**config.mk**
```make
export PLATFORM = sky130hd
export DESIGN_NAME = xfer_byte_counter
export DESIGN_NICKNAME = d
export VERILOG_FILES = /design/src/rtl/xbc_pkg.sv /design/src/rtl/xbc_lane_counter.sv /design/src/rtl/xbc_flags.sv /design/src/rtl/xfer_byte_counter.sv
export SDC_FILE = /design/constraint.sdc
export NUM_CORES = 1
export LEC_CHECK = 0
export CORE_MARGIN = 2
export CORE_UTILIZATION = 55
export DETAILED_ROUTE_END_ITERATION = 10
export DONT_BUFFER_PORTS = 1
export PLACE_DENSITY = 0.68
export SYNTH_ARGS = -nofsm -noshare
export SYNTH_HDL_FRONTEND = slang
export SYNTH_HIERARCHICAL = 1
export SYNTH_SLANG_ARGS = --single-unit
```
**constraint.sdc**
```tcl
create_clock -name clk_i -period 2.4 [get_ports clk_i]
set_input_delay 0.48 -clock clk_i [delete_from_list [all_inputs] [get_ports clk_i]]
set_output_delay 0.48 -clock clk_i [all_outputs]
set_load 0.02 [all_outputs]
```
**src/rtl/xbc_pkg.sv**
```systemverilog
package xbc_pkg;
  localparam int unsigned BYTE_W  = 8;
  localparam int unsigned ST_DONE = 0;
  localparam int unsigned ST_WRAP = 1;
  localparam int unsigned CT_CLR  = 2;

  typedef struct packed {
    logic wrap;
    logic done;
  } xbc_flags_t;
endpackage

```
**src/rtl/xbc_lane_counter.sv**
```systemverilog
module xbc_lane_counter #(
  parameter int unsigned LANES = 3,
  parameter bit          DOWN  = 1'b1,
  localparam int unsigned W    = LANES * xbc_pkg::BYTE_W
) (
  input  logic                        clk_i,
  input  logic                        rst_ni,
  input  logic                        clr_i,
  input  logic [LANES-1:0]            lane_we_i,
  input  logic [xbc_pkg::BYTE_W-1:0]  wdata_i,
  input  logic                        step_i,
  output logic [W-1:0]                value_o
);
  localparam int unsigned BW = xbc_pkg::BYTE_W;

  logic [W-1:0] value_q;
  logic [W-1:0] merged;
  logic [W-1:0] stepped;

  for (genvar k = 0; k < LANES; k++) begin : g_lane
    assign merged[k*BW +: BW] = lane_we_i[k] ? wdata_i : value_q[k*BW +: BW];
  end

  if (DOWN) begin : g_down
    assign stepped = value_q - W'(1);
  end else begin : g_up
    assign stepped = value_q + W'(1);
  end

  always_ff @(posedge clk_i or negedge rst_ni) begin
    if (!rst_ni)          value_q <= '0;
    else if (clr_i)       value_q <= '0;
    else if (|lane_we_i)  value_q <= merged;
    else if (step_i)      value_q <= stepped;
  end

  assign value_o = value_q;
endmodule

```
**src/rtl/xbc_flags.sv**
```systemverilog
module xbc_flags
  import xbc_pkg::*;
(
  input  logic       clk_i,
  input  logic       rst_ni,
  input  xbc_flags_t set_i,
  input  logic       clr_we_i,
  input  xbc_flags_t clr_mask_i,
  input  xbc_flags_t en_i,
  output xbc_flags_t flags_o,
  output logic       irq_o
);
  xbc_flags_t flags_q, clr_eff;

  assign clr_eff = clr_we_i ? clr_mask_i : '0;

  // set wins over a same-cycle clear
  always_ff @(posedge clk_i or negedge rst_ni) begin
    if (!rst_ni) flags_q <= '0;
    else         flags_q <= (flags_q & ~clr_eff) | set_i;
  end

  assign flags_o = flags_q;
  assign irq_o   = |(flags_q & en_i);
endmodule

```
**src/rtl/xfer_byte_counter.sv**
```systemverilog
module xfer_byte_counter
  import xbc_pkg::*;
#(
  parameter int unsigned CNT_BYTES = 3,
  parameter int unsigned ADR_BYTES = 4,
  parameter int unsigned RA_W      = 4
) (
  input  logic              clk_i,
  input  logic              rst_ni,
  input  logic [RA_W-1:0]   reg_addr_i,
  input  logic              reg_we_i,
  input  logic [BYTE_W-1:0] reg_wdata_i,
  output logic [BYTE_W-1:0] reg_rdata_o,
  input  logic              xfer_i,
  output logic              irq_o
);
  localparam int unsigned CNT_W    = CNT_BYTES * BYTE_W;
  localparam int unsigned ADR_W    = ADR_BYTES * BYTE_W;
  localparam int unsigned ADR_BASE = CNT_BYTES;
  localparam int unsigned STS_OFF  = CNT_BYTES + ADR_BYTES;
  localparam int unsigned CTL_OFF  = STS_OFF + 1;

  logic [CNT_BYTES-1:0] cnt_we;
  logic [ADR_BYTES-1:0] adr_we;
  logic [CNT_W-1:0]     cnt_q;
  logic [ADR_W-1:0]     adr_q;
  logic                 sts_we, ctl_we, clr_cmd, blocked, step;
  xbc_flags_t           set_ev, flags, en_q;

  for (genvar k = 0; k < CNT_BYTES; k++) begin : g_cnt_we
    assign cnt_we[k] = reg_we_i && (reg_addr_i == RA_W'(k));
  end
  for (genvar k = 0; k < ADR_BYTES; k++) begin : g_adr_we
    assign adr_we[k] = reg_we_i && (reg_addr_i == RA_W'(ADR_BASE + k));
  end

  assign sts_we  = reg_we_i && (reg_addr_i == RA_W'(STS_OFF));
  assign ctl_we  = reg_we_i && (reg_addr_i == RA_W'(CTL_OFF));
  assign clr_cmd = ctl_we && reg_wdata_i[CT_CLR];
  // any write touching the counters drops a coincident transfer
  assign blocked = (|cnt_we) || (|adr_we) || clr_cmd;
  assign step    = xfer_i && !blocked;

  xbc_lane_counter #(.LANES(CNT_BYTES), .DOWN(1'b1)) u_cnt (
    .clk_i    (clk_i),
    .rst_ni   (rst_ni),
    .clr_i    (clr_cmd),
    .lane_we_i(cnt_we),
    .wdata_i  (reg_wdata_i),
    .step_i   (step),
    .value_o  (cnt_q)
  );

  xbc_lane_counter #(.LANES(ADR_BYTES), .DOWN(1'b0)) u_adr (
    .clk_i    (clk_i),
    .rst_ni   (rst_ni),
    .clr_i    (1'b0),
    .lane_we_i(adr_we),
    .wdata_i  (reg_wdata_i),
    .step_i   (step),
    .value_o  (adr_q)
  );

  assign set_ev.done = step && (cnt_q == CNT_W'(1));
  assign set_ev.wrap = step && (cnt_q == '0);

  always_ff @(posedge clk_i or negedge rst_ni) begin
    if (!rst_ni)     en_q <= '0;
    else if (ctl_we) en_q <= xbc_flags_t'(reg_wdata_i[1:0]);
  end

  xbc_flags u_flags (
    .clk_i     (clk_i),
    .rst_ni    (rst_ni),
    .set_i     (set_ev),
    .clr_we_i  (sts_we),
    .clr_mask_i(xbc_flags_t'(reg_wdata_i[1:0])),
    .en_i      (en_q),
    .flags_o   (flags),
    .irq_o     (irq_o)
  );

  always_comb begin
    reg_rdata_o = '0;
    for (int k = 0; k < CNT_BYTES; k++)
      if (reg_addr_i == RA_W'(k)) reg_rdata_o = cnt_q[k*BYTE_W +: BYTE_W];
    for (int k = 0; k < ADR_BYTES; k++)
      if (reg_addr_i == RA_W'(ADR_BASE + k)) reg_rdata_o = adr_q[k*BYTE_W +: BYTE_W];
    if (reg_addr_i == RA_W'(STS_OFF)) reg_rdata_o = {{(BYTE_W-2){1'b0}}, flags};
    if (reg_addr_i == RA_W'(CTL_OFF)) reg_rdata_o = {{(BYTE_W-2){1'b0}}, en_q};
  end
endmodule

```
==> reports/qor.yml, run 1 <==
outcome:
  outcome: "finished, violations left"
  failed_checks: "negative hold slack"
worst_hold_path:
  hold_class: "input pin to async pin"
power_and_ir_drop:
  combPwrFrac: 0.297
  swShare: 0.3678
  peakVddDrop_mv: 0.5386
  power.density_nw_per_um2: 712.4
  totalPowerFinal_mw: 4.047
  internal-power_mw: 2.559
  clkPwrFrac: 0.313
  p_seq_frac: 0.391
  p_leak_nw: 2.318
  p_sw_mw: 1.489
setup_path:
  worstSetupEndpointType: "output pin"
  worstSetupStartpointType: "flop"
  crit_path_max_incr_delay_ns: 0.59
  r2r_cells: 5
  crit_required_ns: 1.92
  crit_arrival_ns: 1.82
  critPathSlowestCell: "mux4_1"
  path_class: "flop to output pin"
  worstPathMaxFanout: 9
  crit_path_cell_trace: "mux4_1 -> nor2_1 -> a211oi_1 -> buf_4"
clocking:
  postCtsResizedCells: 0
  cts_tree: "done"
  path_clk_slew_ns: 0.08
  cts-root-buf: "clkbuf_8"
  clkLatencyLatePin_ns: 0.36
  postCtsSetupBuffers: 0
  cts_buffers: 9
  htree_levels: 3
  cts_buffer_depth: 2
  cts_sinks: 60
routing:
  vias_per_cell: 7.315
  drtIter0Drc: 988
  ant_nets: 0
  drc_errors: 0
  drt_wl_total_mm: 17.84
  dr.pass1.iters: 6
  vias: 5523
  wl_per_cell_um: 23.62
synthesis:
  synth_top_cell_by_area: "dfrtp_1"
  postSynthAreaPerCell_um2: 8.188
  ys_types: 83
  synth_area_um2: 4995
  synth_warnings: 6
  ys_seq_elements: 60
  synth_top_area_frac: 0.3006
  synthTopCellsByArea: "dfrtp_1, nor2_1, a21oi_1, nand3_1, mux2i_1"
  async_flop_share: 1.000
  postSynthCellCount: 610
  yosysSeqAreaShare: 0.3006
  synth-edff-count: 0
  ys.flop_type: "dfrtp_1"
sta:
  slew_headroom: 0.4954
  whs_ns: -0.01180
  setup_viol: 0
  min_period_ns: 2.300
  fmax_ghz: 0.4347
  setup_tns_ns: 0
  drv_slew: 0
  hold_violations: 5
  layout_setup_ws_ns: 0.09982
  period_share: 0.9584
  finClkSkew_ns: 0.009384
  worst_slew_pin_slew_ns: 0.7500
  rsz0062_at_grt: "false"
place:
  postPlaceCellArea_um2: 5389
  place_congestion: 1.024
  pre_cts_slack_ns: 0.05912
  dpl.hpwl_mm: 13.07
  port_buffers: 0
final_layout:
  fillCellCount: 749
  layout-drive-gt1-share: 0.1577
  num_antenna_cells: 0
  final_area_um2: 5682
  area_delta_synth_final_pct: 13.75
  nNetsFinal: 660
  layout_common_cells: "nor2_1, dfrtp_1, buf_4"
  layout_commonest_cell: "nor2_1"
global_route:
  grt_overflow: 0
  grt_pass1_vias: 5117
  grt_usage: 0.3746
  grt_max_degree: 61
  grt_pass1_wl_mm: 28.78
  antenna_found_initial: 0
die:
  coreArea_um2: 8763
  initial_core_util: 0.5700
  die-area_um2: 9860
  rows: 34
  dieHeight_um: 99.30
  die_w_um: 99.30
  ios: 25
run:
  drv_cap: 0
synthesized netlist by cell type (7+ instances only):
cell type	instances
a211oi_1	15
a21oi_1	34
a22o_1	8
a31oi_1	14
and2_1	10
buf_2	10
clkbuf_1	19
dfrtp_1	60
inv_1	14
mux2i_1	15
nand2_1	38
nand2b_1	9
nand3_1	31
nand4_1	13
nor2_1	78
nor3_1	30
nor3b_1	7
nor4_1	18
o21a_1	7
o21ai_0	29
o21ai_1	10
o22a_1	9
metal layers:
| metal | up-vias | global-route usage | wire length [µm] |
|---|---|---|---|
| met4 | 0 | 0.1149 | 393 |
| li1 | 2423 | - | - |
| met1 | 2659 | 0.5728 | 7730 |
| met5 | - | 0 | 0 |
| met2 | 403 | 0.5348 | 7436 |
| met3 | 38 | 0.07238 | 2276 |
power groups by stage:
stage          Sequential, mW  Combinational (mW)  Clock (mW)
6_report                 1.58                1.20        1.27
5_1_grt                  1.61                1.32        1.31
4_1_cts                  1.56                1.16        1.26
3_5_place_dp             1.58                1.13           0
3_3_place_gp             1.57                1.11           0
2_1_floorplan            1.44               0.852           0
what timing repair did:
| item | CTS | global route |
|---|---|---|
| hold endpoints to repair | 60 | 0 |
| hold buffers | 1 | 0 |
| setup endpoints to repair | 0 | 0 |
path summary, 6_finish.rpt:
path,start,to,slack (ns)
setup reg to reg,u_adr/value_o[5]$_DFFE_PN0P_,u_adr/value_o[17]$_DFFE_PN0P_,0.23
max in group asynchronous,rst_ni,u_adr/value_o[2]$_DFFE_PN0P_,2.14
hold / removal,rst_ni,en_q[1]$_DFFE_PN0N_,-0.01
hold reg to reg,u_flags/flags_o[0]$_DFF_PN0_,u_flags/flags_o[0]$_DFF_PN0_,0.52
min in group clk_i,reg_wdata_i[0],en_q[0]$_DFFE_PN0N_,0.27
setup / recovery,u_adr/value_o[4]$_DFFE_PN0P_,reg_rdata_o[4],0.1
worst max-delay path: cells and delay by family, from the launching register on:
family,cells,cell delay [ns]
muxes,1,0.59
DFF,1,0.53
buffers and inverters,1,0.16
and+or+nand+nor,1,0.13
AOI/OAI and AO/OA,1,0.06
cell type report:
class | count | area (µm²) | share of cell area
clock buffers | 12 | 145.1 | 0.02554
clock inverters | 4 | 120.1 | 0.02114
well taps | 108 | 135.1 | 0.02378
multi-input cells | 505 | 3304 | 0.5816
flip-flops and latches | 60 | 1501 | 0.2643
inverters | 14 | 52.55 | 0.009249
repair buffers | 52 | 422.9 | 0.07443
through the flow:
step,cells,utilization
6_report,755,0.6483
5_1_grt,755,0.6483
4_1_cts,755,0.6483
3_5_place_dp,738,0.6149
3_3_place_gp,738,0.6149
2_1_floorplan,616,-
flip-flops by register name, summed over array words and instances (netlist names):
register / count
en_q: 2
u_adr/value_o: 32
u_flags/flags_o: 2
u_cnt/value_o: 24
kinds of logic after synthesis:
kind of cell    count (synthesis)  synth area share
fa+ha+maj                       2          0.005009
compound gates                183            0.2545
simple gates                  290            0.3252
buf+inv                        51           0.04860
flops                          60            0.3006
mux                            23           0.06538
other cells                     1         0.0007508
No activity file was read; power rests on OpenSTA's default activity.
==> inputs of run 2 (changes only) <==
--- a/config.mk
+++ b/config.mk
@@ -5,6 +5,7 @@
 export SDC_FILE = /design/constraint.sdc
 export NUM_CORES = 1
 export LEC_CHECK = 0
+export CAP_MARGIN = 20
 export CORE_MARGIN = 2
 export CORE_UTILIZATION = 55
 export DETAILED_ROUTE_END_ITERATION = 10
==> results of run 2 <==
Final layout, timing and power as in run 1 (identical DEF).
